$ cat src/rtl/adc_seq_pkg.sv
package adc_seq_pkg;

    localparam int SMP_W = 12;

    typedef enum logic [1:0] {
        TAG_A_P0 = 2'd0,
        TAG_B_P0 = 2'd1,
        TAG_A_P1 = 2'd2,
        TAG_B_P1 = 2'd3
    } chan_tag_e;

    typedef struct packed {
        chan_tag_e        tag;
        logic [SMP_W-1:0] data;
    } smp_t;

    typedef struct packed {
        logic convst_n;
        logic cs_n;
        logic rd_n;
        logic strb_a;
        logic strb_b;
    } drive_t;

    localparam drive_t DRV_IDLE = '{convst_n: 1'b1, cs_n: 1'b1, rd_n: 1'b1,
                                    strb_a: 1'b0, strb_b: 1'b0};

    function automatic chan_tag_e tag_of(input logic pair, input logic side);
        return chan_tag_e'({pair, side});
    endfunction

endpackage

$ cat src/rtl/adc_clk_div.sv
module adc_clk_div #(
    parameter int DIV = 8
) (
    input  logic clk,
    input  logic rst,
    output logic adc_clk
);
    localparam int CW   = (DIV > 1) ? $clog2(DIV) : 1;
    localparam int HALF = DIV / 2;

    logic [CW-1:0] cnt;

    always_ff @(posedge clk) begin
        if (rst) begin
            cnt     <= '0;
            adc_clk <= 1'b0;
        end else begin
            cnt     <= (cnt == CW'(DIV - 1)) ? '0 : cnt + 1'b1;
            adc_clk <= (cnt >= CW'(HALF));
        end
    end

endmodule

$ cat src/rtl/adc_frame_timer.sv
module adc_frame_timer
    import adc_seq_pkg::*;
#(
    parameter int FRAME_CYC     = 136,
    parameter int CVST_LOW_CYC  = 2,
    parameter int A0_FLIP_CYC   = 8,
    parameter int RD_START_CYC  = 9,
    parameter int RD_LOW_CYC    = 2,
    parameter int RD_HIGH_CYC   = 2,
    parameter int A0_SETUP_CYC  = 13,
    parameter int KEEP_PRE_CYC  = 7,
    parameter int KEEP_POST_CYC = 1
) (
    input  logic   clk,
    input  logic   rst,
    output drive_t drv,
    output logic   a0,
    output logic   primed
);
    localparam int TW     = $clog2(FRAME_CYC);
    localparam int P1_BEG = RD_START_CYC + 1;
    localparam int P1_END = RD_START_CYC + RD_LOW_CYC;
    localparam int P2_BEG = P1_END + RD_HIGH_CYC + 1;
    localparam int P2_END = P2_BEG + RD_LOW_CYC - 1;
    localparam int CS_END = P2_END + 1;
    localparam int AW     = $clog2(A0_SETUP_CYC + 1);

    typedef logic [TW-1:0] tick_t;

    tick_t          t;
    drive_t         nxt;
    logic [AW-1:0]  a0_age;

    function automatic logic in_span(input tick_t v, input int lo, input int hi);
        return (int'(v) >= lo) && (int'(v) <= hi);
    endfunction

    // Decode of the frame position; all pins leave through flops below.
    always_comb begin
        nxt.convst_n = !in_span(t, 0, CVST_LOW_CYC - 1);
        nxt.cs_n     = !in_span(t, RD_START_CYC, CS_END);
        nxt.rd_n     = !(in_span(t, P1_BEG, P1_END) || in_span(t, P2_BEG, P2_END));
        nxt.strb_a   = in_span(t, P1_END, P1_END);
        nxt.strb_b   = in_span(t, P2_END, P2_END);
    end

    always_ff @(posedge clk) begin
        if (rst) begin
            t      <= '0;
            drv    <= DRV_IDLE;
            a0     <= 1'b0;
            primed <= 1'b0;
            a0_age <= '0;
        end else begin
            t   <= (int'(t) == FRAME_CYC - 1) ? '0 : t + 1'b1;
            drv <= nxt;
            if (int'(t) == A0_FLIP_CYC) begin
                a0     <= ~a0;
                a0_age <= '0;
            end else if (int'(a0_age) < A0_SETUP_CYC) begin
                a0_age <= a0_age + 1'b1;
            end
            if (int'(t) == FRAME_CYC - 1)
                primed <= 1'b1;
        end
    end

    AST_RD_NEEDS_CS: assert property (@(posedge clk) disable iff (rst)
        !drv.rd_n |-> !drv.cs_n) else $error("read strobe outside chip select");
    AST_CONVST_NO_READ: assert property (@(posedge clk) disable iff (rst)
        !drv.convst_n |-> (drv.cs_n && drv.rd_n)) else $error("read during start");
    AST_KEEPOUT_PRE: assert property (@(posedge clk) disable iff (rst)
        ((int'(t) > FRAME_CYC - KEEP_PRE_CYC) || (t == '0)) |-> (drv.cs_n && drv.rd_n))
        else $error("read inside pre-start window");
    AST_KEEPOUT_POST: assert property (@(posedge clk) disable iff (rst)
        ((int'(t) >= 1) && (int'(t) <= KEEP_POST_CYC + 1)) |-> (drv.cs_n && drv.rd_n))
        else $error("read inside post-start window");
    AST_A0_SETUP: assert property (@(posedge clk) disable iff (rst)
        (primed && $fell(drv.convst_n)) |-> (int'(a0_age) >= A0_SETUP_CYC))
        else $error("pair select setup too short");
    AST_A0_HELD_CONV: assert property (@(posedge clk) disable iff (rst)
        !drv.convst_n |-> $stable(a0)) else $error("pair select moved during start");
    AST_STRB_IN_RD: assert property (@(posedge clk) disable iff (rst)
        (drv.strb_a || drv.strb_b) |-> !drv.rd_n) else $error("capture outside read");

endmodule

$ cat src/rtl/adc_result_out.sv
module adc_result_out
    import adc_seq_pkg::*;
(
    input  logic clk,
    input  logic rst,
    input  logic in_vld,
    input  smp_t in_smp,
    input  logic ready,
    output logic out_valid,
    output smp_t out_smp,
    output logic overflow
);
    always_ff @(posedge clk) begin
        if (rst) begin
            out_valid <= 1'b0;
            out_smp   <= '0;
            overflow  <= 1'b0;
        end else if (in_vld) begin
            if (!out_valid || ready) begin
                out_valid <= 1'b1;
                out_smp   <= in_smp;
            end else begin
                overflow  <= 1'b1;
            end
        end else if (out_valid && ready) begin
            out_valid <= 1'b0;
        end
    end

    AST_HOLD_STABLE: assert property (@(posedge clk) disable iff (rst)
        (out_valid && !ready) |=> (out_valid && $stable(out_smp)))
        else $error("held result changed");
    AST_OVF_STICKY: assert property (@(posedge clk) disable iff (rst)
        overflow |=> overflow) else $error("overflow cleared");
    AST_OVF_ON_DROP: assert property (@(posedge clk) disable iff (rst)
        (in_vld && out_valid && !ready) |=> overflow) else $error("drop not flagged");

endmodule

$ cat src/rtl/adc_pair_sequencer.sv
module adc_pair_sequencer
    import adc_seq_pkg::*;
#(
    parameter int CLK_DIV       = 8,
    parameter int CONV_CLKS     = 16,
    parameter int GAP_CLKS      = 1,
    parameter int CVST_LOW_CYC  = 2,
    parameter int RD_LOW_CYC    = 2,
    parameter int RD_HIGH_CYC   = 2,
    parameter int A0_SETUP_CYC  = 13,
    parameter int KEEP_PRE_CYC  = 7,
    parameter int KEEP_POST_CYC = 1
) (
    input  logic             clk,
    input  logic             rst,
    output logic             adc_clk,
    output logic             adc_convst_n,
    output logic             adc_a0,
    output logic             adc_cs_n,
    output logic             adc_rd_n,
    input  logic [SMP_W-1:0] adc_data_in,
    output logic             out_valid,
    input  logic             out_ready,
    output logic [1:0]       out_tag,
    output logic [SMP_W-1:0] out_data,
    output logic             overflow
);
    localparam int FRAME_CYC    = CLK_DIV * (CONV_CLKS + GAP_CLKS);
    // Pair select moves one full converter clock after the start, well past the latch edge.
    localparam int A0_FLIP_CYC  = CLK_DIV;
    localparam int RD_START_CYC = (A0_FLIP_CYC + 1 > KEEP_POST_CYC + 1) ?
                                  A0_FLIP_CYC + 1 : KEEP_POST_CYC + 1;

    drive_t drv;
    logic   a0;
    logic   primed;
    logic   cap_vld;
    smp_t   cap_smp;
    smp_t   out_smp;

    adc_clk_div #(.DIV(CLK_DIV)) clk_div_i (
        .clk     (clk),
        .rst     (rst),
        .adc_clk (adc_clk)
    );

    adc_frame_timer #(
        .FRAME_CYC     (FRAME_CYC),
        .CVST_LOW_CYC  (CVST_LOW_CYC),
        .A0_FLIP_CYC   (A0_FLIP_CYC),
        .RD_START_CYC  (RD_START_CYC),
        .RD_LOW_CYC    (RD_LOW_CYC),
        .RD_HIGH_CYC   (RD_HIGH_CYC),
        .A0_SETUP_CYC  (A0_SETUP_CYC),
        .KEEP_PRE_CYC  (KEEP_PRE_CYC),
        .KEEP_POST_CYC (KEEP_POST_CYC)
    ) timer_i (
        .clk    (clk),
        .rst    (rst),
        .drv    (drv),
        .a0     (a0),
        .primed (primed)
    );

    // Capture at the edge that closes each read pulse; first frame is discarded.
    always_ff @(posedge clk) begin
        if (rst) begin
            cap_vld <= 1'b0;
            cap_smp <= '0;
        end else begin
            cap_vld <= primed && (drv.strb_a || drv.strb_b);
            if (drv.strb_a || drv.strb_b)
                cap_smp <= '{tag: tag_of(a0, drv.strb_b), data: adc_data_in};
        end
    end

    adc_result_out out_i (
        .clk       (clk),
        .rst       (rst),
        .in_vld    (cap_vld),
        .in_smp    (cap_smp),
        .ready     (out_ready),
        .out_valid (out_valid),
        .out_smp   (out_smp),
        .overflow  (overflow)
    );

    assign adc_convst_n = drv.convst_n;
    assign adc_cs_n     = drv.cs_n;
    assign adc_rd_n     = drv.rd_n;
    assign adc_a0       = a0;
    assign out_tag      = out_smp.tag;
    assign out_data     = out_smp.data;

endmodule

$ cat config.mk
export PLATFORM = sky130hd
export DESIGN_NAME = adc_pair_sequencer
export DESIGN_NICKNAME = d
export VERILOG_FILES = /design/src/rtl/adc_seq_pkg.sv /design/src/rtl/adc_clk_div.sv /design/src/rtl/adc_frame_timer.sv /design/src/rtl/adc_result_out.sv /design/src/rtl/adc_pair_sequencer.sv
export SDC_FILE = /design/constraint.sdc
export NUM_CORES = 1
export LEC_CHECK = 0
export ABC_AREA = 1
export BUFFER_PORTS_ARGS = -buffer_cell sky130_fd_sc_hd__buf_4
export CORE_UTILIZATION = 49
export DETAILED_ROUTE_END_ITERATION = 8
export GPL_ROUTABILITY_DRIVEN = 1
export HOLD_SLACK_MARGIN = 0.02
export PLACE_DENSITY_LB_ADDON = 0.2
export SYNTH_ARGS = -nofsm -noshare
export SYNTH_HDL_FRONTEND = slang
export SYNTH_SLANG_ARGS = --single-unit
$ cat constraint.sdc
create_clock -name clk -period 1.3 [get_ports clk]
set_clock_uncertainty 0.2 [all_clocks]
set_input_delay 0.065 -clock clk [delete_from_list [all_inputs] [get_ports clk]]
set_output_delay 0.065 -clock clk [all_outputs]
set_load 0.05 [all_outputs]
==> results of run 1 <==
[metrics by stage]
step	setup WS (ns)	TNS, ns	hold WS (ns)	instances	util [%]
after floorplan	0.00371	0	0.0296	249	-
after global placement	-0.0622	-0.419	0.111	340	63.4
after detailed placement	-0.112	-0.883	0.117	340	63.4
after CTS	-0.00749	-0.0287	-0.100	363	70.3
after global routing	-0.0855	-0.643	-0.0929	365	73.6
final	-0.0282	-0.0840	-0.110	365	73.6
[registers in the layout, indices dropped and copies added (netlist names)]
register,count
clk_div_i.cnt,3
timer_i.t,8
out_i.out_smp,14
clk_div_i.adc_clk,1
out_i.overflow,1
timer_i.primed,1
out_i.out_valid,1
timer_i.a0,1
cap_vld,1
cap_smp,14
timer_i.drv,5
[power by group]
part | internal (W) | leakage (nW) | switching, W
Clock | 0.000378 | 0.0441 | 0.000508
Sequential | 0.00155 | 0.409 | 0.0000174
Combinational | 0.000138 | 0.688 | 0.000128
Total | 0.00207 | 1.14 | 0.000654
[worst register-to-register path: cells and delay by family (launching register included)]
| family | cells | cell delay (ns) |
|---|---|---|
| simple gates | 1 | 0.24 |
| fa+ha+maj | 1 | 0.18 |
| compound gates | 1 | 0.14 |
| flops | 1 | 0.37 |
| buf+inv | 1 | 0.13 |
[layer usage]
| metal | share of wire, % | up-vias |
|---|---|---|
| met1 | 40 | 779 |
| met5 | 0 | - |
| met4 | 2.4 | 0 |
| met3 | 4.4 | 9 |
| met2 | 53 | 44 |
| li1 | - | 912 |
[final cells by class]
cell class                      count  area, sq um  share of cell area, %
Clock buffer                        5         68.8                   2.50
Clock inverter                      3         21.3                  0.772
Inverter                           23         88.8                   3.22
Multi-Input combinational cell    167          918                   33.3
Sequential cell                    50         1020                   37.0
Tap cell                           48         60.1                   2.18
Timing Repair Buffer               69          579                   21.0
[logic make-up after synthesis]
kind of cell | synth area share [%]
simple gates | 25.5
flops | 51.3
compound gates | 10.7
buf+inv | 7.32
fa+ha+maj | 5.13
[repair_timing]
action | CTS | global route
cloned | 0 | 0
pin swaps | 3 | 10
endpoints found under the setup margin | 12 | 29
setup buffers | 2 | 2
gates resized for setup | 7 | 38
endpoints found under the hold margin | 32 | 1
[path summary, 6_finish.rpt]
check	slack [ns]	depth (start not counted)	end
max reg2reg	-0.03	4	timer_i.t[2]
max	-0.03	4	timer_i.t[2]
min reg2reg	0.24	2	clk_div_i.adc_clk
min	-0.11	4	out_i.out_valid
[layout by cell type (no fill, tap or decap), types with 2 or more instances in the layout]
master and instances:
nor2_4 3, buf_12 2, dfxtp_4 3, ha_2 3
ha_1 3, or2_1 2, o21ai_1 2, nand4_1 3
dfxtp_2 6, inv_1 18, dlygate4sd3_1 13, buf_4 53
nor3_1 2, clkbuf_8 5, dfxtp_1 41, a21oi_2 5
nand2_1 20, ha_4 2, nand3_1 5, nor2_1 69
o21ai_0 27, nand2_4 3, inv_2 4, nor2_2 7
a21oi_1 4
==> flow_metrics.tcl, run 1 <==
set metrics [dict create \
    worstPathRequired_ns 1.34 \
    critPathKind "flip-flop to flip-flop" \
    htreeDepth 2 \
    setup_slack_ns -0.0282 \
    timing.hold.ws_ns -0.110 \
    max_stage_delay_ns 0.37 \
    grt_use_met2_pct 36.7 \
    cts_tree "yes" \
    path_buf_inv 1 \
    ys.flop_type "dfxtp_1" \
    status "finished with violations" \
    grt_first_pass_wirelength_um 6220 \
    cp_slowest_cell "dfxtp_4" \
    synth.net_count 272 \
    wl_per_cell_um 11.2 \
    synth_cell_types 25 \
    min_period_ns 1.33 \
    p_leak_nw 1.14 \
    ant_nets 0 \
    synth_area_leaders "dfxtp_1 51%, nor2_1 14%, o21ai_0 7.2%" \
    syn2layout_area_growth_pct 41.4 \
    ioPinCount 36 \
    drt-total-wl_um 4080 \
    clk_pin_slew_ns 0.09 \
    initial_utilization_pct 52.1 \
    gp_congestion 0.875 \
    ctsRootBufferMaster "clkbuf_8" \
    clock-sinks 50 \
    grt-busiest-layer "met2" \
    grt.total_usage_pct 19.7 \
    synth_top_cells_by_count "75 x nor2_1, 50 x dfxtp_1, 28 x o21ai_0, 22 x nand2_1, 20 x inv_1" \
    antenna_found_initial 0 \
    synth_seq_area_share_pct 51.3 \
    final-hold-violation-count 1 \
    slew_violations 0 \
    cp-start-kind "flip-flop" \
    cp_cell_sequence "ha_4 > buf_4 > or2_1 > a21oi_2" \
    rsz0062_at_grt "true" \
    peakVddDrop_mv 0.602 \
    postLayoutCellArea_sq_um 2760 \
    grt_pass1_vias 1502 \
    drv_cap 0 \
    die_y_um 65.1 \
    dr.pass1.iters 4 \
    drive_gt1_share_pct 33.1 \
    setup_violations 7 \
    initialDrtViolationCount 95 \
    violations "hold timing, setup timing" \
    max_slew.worst_pin.slew_ns 0.412 \
    dp_hpwl_um 2670 \
    gr-usage-met3_pct 5.81 \
    fmax_mhz 753 \
    antennaDiodeCount 0 \
    synth_edf_count 0 \
    crit_arrival_ns 1.36 \
    clk_latency_ns 0.30 \
    overflow 0 \
    critical_path.top_delay_family "flip-flops" \
    num_rows 22 \
    yosys_register_bits 50 \
    cp-end-kind "flip-flop" \
    crit_start "timer_i.t[0]" \
    p_total_w 0.00272 \
    synth.most_common_cell "nor2_1" \
    yosys.area.top_type "dfxtp_1" \
    dieArea_sq_um 4230 \
    dpl_cell_area_sq_um 2370 \
    synthCells 249 \
    ys_warn_count 0 \
    vias_per_cell 4.78 \
    worstHoldStart "out_ready" \
    via_count 1744 \
    timing.rr.start "timer_i.t[0]" \
    crit_fanout 4 \
    cts_buffers 5 \
    hold_buffers 13 \
    syn_avg_cell_area_sq_um 7.83 \
    syn-cell-area_sq_um 1950 \
    core_area_sq_um 3740 \
    async_flop_share_pct 0 \
    final_nets 339 \
    grt_use_met1_pct 19.8 \
    die_w_um 65.1 \
    grt_start_max_net_pins 18 \
    max-clock-path-buffers 2 \
    drc 0 \
    slew-limit-headroom_pct 72.5 \
    synth_top_area_share_pct 51.3 \
    hp-class "input port to flip-flop" \
    power_density_nw_per_um2 987 \
    final.period_utilization_pct 102 \
    n_fill_cell 282 \
    portBuffers 35 \
]
(Power assumes the default switching activity.)
==> run 2: changes to the inputs <==
--- a/config.mk
+++ b/config.mk
@@ -7,7 +7,9 @@
 export LEC_CHECK = 0
 export ABC_AREA = 1
 export BUFFER_PORTS_ARGS = -buffer_cell sky130_fd_sc_hd__buf_4
-export CORE_UTILIZATION = 49
+export CELL_PAD_IN_SITES_DETAIL_PLACEMENT = 0
+export CELL_PAD_IN_SITES_GLOBAL_PLACEMENT = 1
+export CORE_UTILIZATION = 35
 export DETAILED_ROUTE_END_ITERATION = 8
 export GPL_ROUTABILITY_DRIVEN = 1
 export HOLD_SLACK_MARGIN = 0.02
==> flow_metrics.tcl, run 2 (synthesized netlist as in run 1, its figures left out) <==
set metrics [dict create \
    status "finished with violations" \
    violations "hold timing, setup timing" \
    hp-class "input port to flip-flop" \
    initialDrtViolationCount 88 \
    die_w_um 76.6 \
    cts_tree "yes" \
    portBuffers 35 \
    dr.pass1.iters 4 \
    r2r-end "timer_i.t[2]" \
    ant_nets 0 \
    num_rows 26 \
    final.period_utilization_pct 100 \
    vias_per_cell 4.47 \
    hold_end "out_i.out_valid" \
    htreeDepth 2 \
    layout_commonest_cell "nor2_1" \
    p_leak_nw 1.15 \
    drt-total-wl_um 4170 \
    wl_per_cell_um 10.7 \
    grt_start_max_net_pins 23 \
    max_stage_delay_ns 0.37 \
    grt_pass1_vias 1639 \
    grt_first_pass_wirelength_um 7030 \
    fmax_mhz 766 \
    post-place-ws_ns -0.106 \
    cts_buffers 5 \
    cp_cell_sequence "ha_4 > buf_4 > or2_1 > a21oi_2" \
    setup_violations 1 \
    syn2layout_area_growth_pct 44.8 \
    gp_congestion 0.768 \
    top_regs "cap_smp (14), out_i.out_smp (14), timer_i.t (8)" \
    drv_cap 0 \
    crit_arrival_ns 1.33 \
    antenna_found_initial 0 \
    max_slew.worst_pin.slew_ns 0.231 \
    final-hold-violation-count 1 \
    worstPathRequired_ns 1.33 \
    grt.total_usage_pct 14.9 \
    hold_buffers 13 \
    power_density_nw_per_um2 1000 \
    clock-sinks 50 \
    ctsRootBufferMaster "clkbuf_8" \
    peakVddDrop_mv 0.505 \
    cp-start-kind "flip-flop" \
    initial_utilization_pct 37.2 \
    min_period_ns 1.31 \
    antennaDiodeCount 0 \
    cp_slowest_cell "dfxtp_4" \
    overflow 0 \
    core_area_sq_um 5240 \
    r2r_cells 4 \
    p_total_w 0.00282 \
    slew_violations 0 \
    timing.hold.ws_ns -0.121 \
    timing.rr.start "timer_i.t[0]" \
    clk_pin_slew_ns 0.08 \
    cp-end-kind "flip-flop" \
    dp_hpwl_um 2890 \
    min_path_cells 4 \
    layout_common_cells "68 x nor2_1, 55 x buf_4, 44 x dfxtp_1, 23 x o21ai_0, 20 x nand2_1" \
    drive_gt1_share_pct 32.5 \
    rsz0062_at_grt "true" \
    ioPinCount 36 \
    worstHoldStart "out_ready" \
    setup_slack_ns -0.00512 \
    via_count 1742 \
    slew-limit-headroom_pct 84.6 \
    crit_fanout 4 \
    final_nets 342 \
    critPathKind "flip-flop to flip-flop" \
    dieArea_sq_um 5870 \
    drc 0 \
    clk_latency_ns 0.30 \
    r2r_slack_ns -0.005 \
    n_fill_cell 498 \
    die_y_um 76.6 \
    max-clock-path-buffers 2 \
]
-- run 2: routing by layer --
layer,vias up,wire length [um],track usage (%)
li1,920,-,-
met1,782,1850,16.7
met2,34,2110,27.1
met3,6,149,3.35
met4,0,60,5.77
met5,-,0,0
-- run 2: where the power goes --
group | switching, W | internal (W) | leakage, nW
combinational | 0.000125 | 0.000137 | 0.694
sequential | 0.0000170 | 0.00155 | 0.407
clock | 0.000498 | 0.000497 | 0.0496
-- run 2: stage by stage --
stage	util (%)	instance area (sq um)	setup TNS, ns	hold WS (ns)	std cells
4_1_cts	51.6	2700	-0.157	-0.126	387
2_1_floorplan	-	1960	0	0.0296	249
3_5_place_dp	46.7	2440	-0.807	0.111	366
6_report	53.9	2820	-0.00512	-0.121	390
5_1_grt	53.9	2820	-0.812	-0.117	390
3_3_place_gp	46.7	2440	-0.321	0.114	366
-- run 2: how the worst max path moves through the flow --
stage | startpoint | end | cells after the start
final | timer_i.t[0] | timer_i.t[2] | 4
after global routing | timer_i.t[0] | timer_i.t[2] | 6
after CTS | timer_i.t[0] | timer_i.t[7] | 6
after detailed placement | timer_i.t[0] | timer_i.t[7] | 6
after global placement | timer_i.t[0] | timer_i.t[6] | 6
after floorplan | timer_i.t[0] | timer_i.t[6] | 6
-- run 2: area by class of cell --
type / count / area, sq um / area share [%]
repair buffers: 71 / 603 / 21.4
clock buffers: 7 / 97.6 / 3.46
clock inverters: 1 / 7.51 / 0.266
repair inverters: 1 / 7.51 / 0.266
multi-input cells: 167 / 908 / 32.2
inverters: 23 / 95.1 / 3.37
flip-flops and latches: 50 / 1020 / 36.0
well taps: 70 / 87.6 / 3.10
-- run 2: critical path: cells and delay by family (launching register included) --
| kind | cells | cell delay [ns] |
|---|---|---|
| AO/OA/AOI/OAI | 1 | 0.13 |
| AND/OR/NAND/NOR | 1 | 0.23 |
| adder cells (fa/ha/maj) | 1 | 0.18 |
| flip-flops | 1 | 0.37 |
| buffers and inverters | 1 | 0.13 |
-- run 2: timing repair --
action                                  4_1_cts  5_1_grt
hold endpoints to repair                     29        1
gates cloned                                  0        1
pin swaps                                     3        8
buffers inserted                              0        2
endpoints found under the setup margin       13       35
gates resized for setup                       8       38
==> run 3: changes to the inputs <==
--- a/config.mk
+++ b/config.mk
@@ -9,11 +9,12 @@
 export BUFFER_PORTS_ARGS = -buffer_cell sky130_fd_sc_hd__buf_4
 export CELL_PAD_IN_SITES_DETAIL_PLACEMENT = 0
 export CELL_PAD_IN_SITES_GLOBAL_PLACEMENT = 1
-export CORE_UTILIZATION = 35
+export CORE_UTILIZATION = 37
+export CTS_BUF_LIST = sky130_fd_sc_hd__clkbuf_4
 export DETAILED_ROUTE_END_ITERATION = 8
 export GPL_ROUTABILITY_DRIVEN = 1
 export HOLD_SLACK_MARGIN = 0.02
-export PLACE_DENSITY_LB_ADDON = 0.2
+export PLACE_DENSITY = 0.84
 export SYNTH_ARGS = -nofsm -noshare
 export SYNTH_HDL_FRONTEND = slang
 export SYNTH_SLANG_ARGS = --single-unit
==> flow_metrics.tcl, run 3 (synthesized netlist as in run 1, its figures left out) <==
set metrics [dict create \
    p_sw_w 0.000633 \
    timing.rr.start "timer_i.t[0]" \
    clock-sinks 50 \
    slew-limit-headroom_pct 84.9 \
    fmax_mhz 766 \
    r2r_slack_ns -0.005 \
    num_rows 26 \
    peakVddDrop_mv 0.501 \
    cts_tree "yes" \
    antenna_found_initial 0 \
    syn2layout_area_growth_pct 43.3 \
    post-place-ws_ns -0.0814 \
    ioPinCount 36 \
    wl_per_cell_um 10.6 \
    cp-start-kind "flip-flop" \
    p_leak_nw 1.11 \
    ant_nets 0 \
    grt.total_usage_pct 14.9 \
    hp-class "flip-flop to flip-flop" \
    swShare_pct 23.0 \
    r2r-end "timer_i.t[0]" \
    clock_power_share_pct 33.0 \
    cp-end-kind "flip-flop" \
    grt_first_pass_wirelength_um 6360 \
    setup_violations 2 \
    dp_hpwl_um 2790 \
    r2r_cells 6 \
    final_nets 338 \
    rsz0062_at_grt "true" \
    layout_commonest_cell "nor2_1" \
    antennaDiodeCount 0 \
    combPwrFrac_pct 9.7 \
    final-hold-violation-count 0 \
    die_w_um 74.6 \
    max-clock-path-buffers 2 \
    initialDrtViolationCount 38 \
    dieArea_sq_um 5560 \
    critical_path.top_delay_family "simple AND/OR/NAND/NOR gates" \
    max_stage_delay_ns 0.41 \
    setup_slack_ns -0.00469 \
    grt_start_max_net_pins 24 \
    portBuffers 35 \
    slew_violations 0 \
    seq_power_share_pct 57.4 \
    cp_slowest_cell "dfxtp_4" \
    top_regs "cap_smp (14), out_i.out_smp (14), timer_i.t (8)" \
    overflow 0 \
    violations "setup timing" \
    drc 0 \
    crit_cells 6 \
    power_density_nw_per_um2 983 \
    ctsRootBufferMaster "clkbuf_4" \
    via_count 1715 \
    layout_common_cells "65 x nor2_1, 51 x buf_4, 41 x dfxtp_1, 26 x o21ai_0, 19 x nand2_1" \
    clk_latency_ns 0.36 \
    path_buf_inv 0 \
    max_slew.worst_pin.slew_ns 0.226 \
    endpoint "timer_i.t[0]" \
    cp_cell_sequence "ha_4 > nand2_2 > nor2_2 > nand3_2 > nand2_4 > nor2_1" \
    cts_buffers 5 \
    gp_congestion 0.746 \
    status "finished with violations" \
    htreeDepth 2 \
    min_period_ns 1.30 \
    placed_cells 362 \
    p_total_w 0.00275 \
    drt-total-wl_um 4080 \
    worstPathRequired_ns 1.36 \
    vias_per_cell 4.44 \
    final.period_utilization_pct 100 \
    crit_arrival_ns 1.36 \
    dr.pass1.iters 4 \
    grt_pass1_vias 1510 \
    internal_power_w 0.00211 \
    die_y_um 74.6 \
    core_area_sq_um 5070 \
    fin_cells 386 \
    drv_cap 0 \
    crit_fanout 7 \
    critPathKind "flip-flop to flip-flop" \
    crit_start "timer_i.t[0]" \
    initial_utilization_pct 38.4 \
    drive_gt1_share_pct 34.5 \
    clk_pin_slew_ns 0.13 \
]
run 3: repair_timing:
| item | CTS | global route |
|---|---|---|
| hold buffers | 14 | 0 |
| hold endpoints to repair | 36 | 0 |
| pin swaps | 2 | 13 |
| setup buffers | 0 | 1 |
| setup endpoints to repair | 12 | 40 |
| resized for setup | 5 | 47 |
| cloned | 0 | 1 |
run 3: final cells by class:
cell class              instances  area [sq um]
clock buffers                   6          45.0
clock inverters                 2          33.8
fillers                       503          2280
inverters                      23          95.1
multi-input cells             167           941
flip-flops and latches         50          1020
well taps                      70          87.6
repair buffers                 67           563
repair inverters                1          7.51
run 3: worst min-delay path: cells and delay by family, from the launching register on:
family                 cells  cell delay (ns)
AND/OR/NAND/NOR            1             0.03
flip-flops                 1             0.34
buffers and inverters      1             0.05
run 3: power groups by stage:
stage / Sequential (W) / Combinational [W] / Clock, W
2_1_floorplan: 0.00162 / 0.0000957 / 0
3_3_place_gp: 0.00160 / 0.000207 / 0
3_5_place_dp: 0.00160 / 0.000208 / 0
4_1_cts: 0.00157 / 0.000244 / 0.000927
5_1_grt: 0.00158 / 0.000297 / 0.000990
6_report: 0.00158 / 0.000266 / 0.000905
run 3: per-layer routing:
layer	vias to the layer above	global-route usage, %	part of all wire (%)
li1	916	-	-
met1	771	16.1	45
met2	24	27.9	52
met3	4	4.07	2.9
met4	0	4.40	1.0
met5	-	0	0
run 3: through the flow:
step	hold WS (ns)	utilization [%]	cell area, sq um	TNS, ns
CTS	0.236	52.0	2640	-0.172
global route	0.251	55.0	2790	-0.598
finish	0.236	55.0	2790	-0.00677
floorplan	0.0296	-	1960	0
global placement	0.105	47.3	2400	-0.289
detailed placement	0.109	47.3	2400	-0.515
run 3: worst min-delay path by stage:
stage	cells past startpoint	endpoint	start	slack, ns
2_1_floorplan	2	cap_smp[0]	adc_data_in[0]	0.03
3_3_place_gp	2	out_i.out_valid	rst	0.10
3_5_place_dp	2	out_i.out_valid	rst	0.11
4_1_cts	2	clk_div_i.adc_clk	clk_div_i.cnt[2]	0.24
5_1_grt	2	clk_div_i.adc_clk	clk_div_i.cnt[2]	0.25
6_report	2	clk_div_i.adc_clk	clk_div_i.cnt[2]	0.24
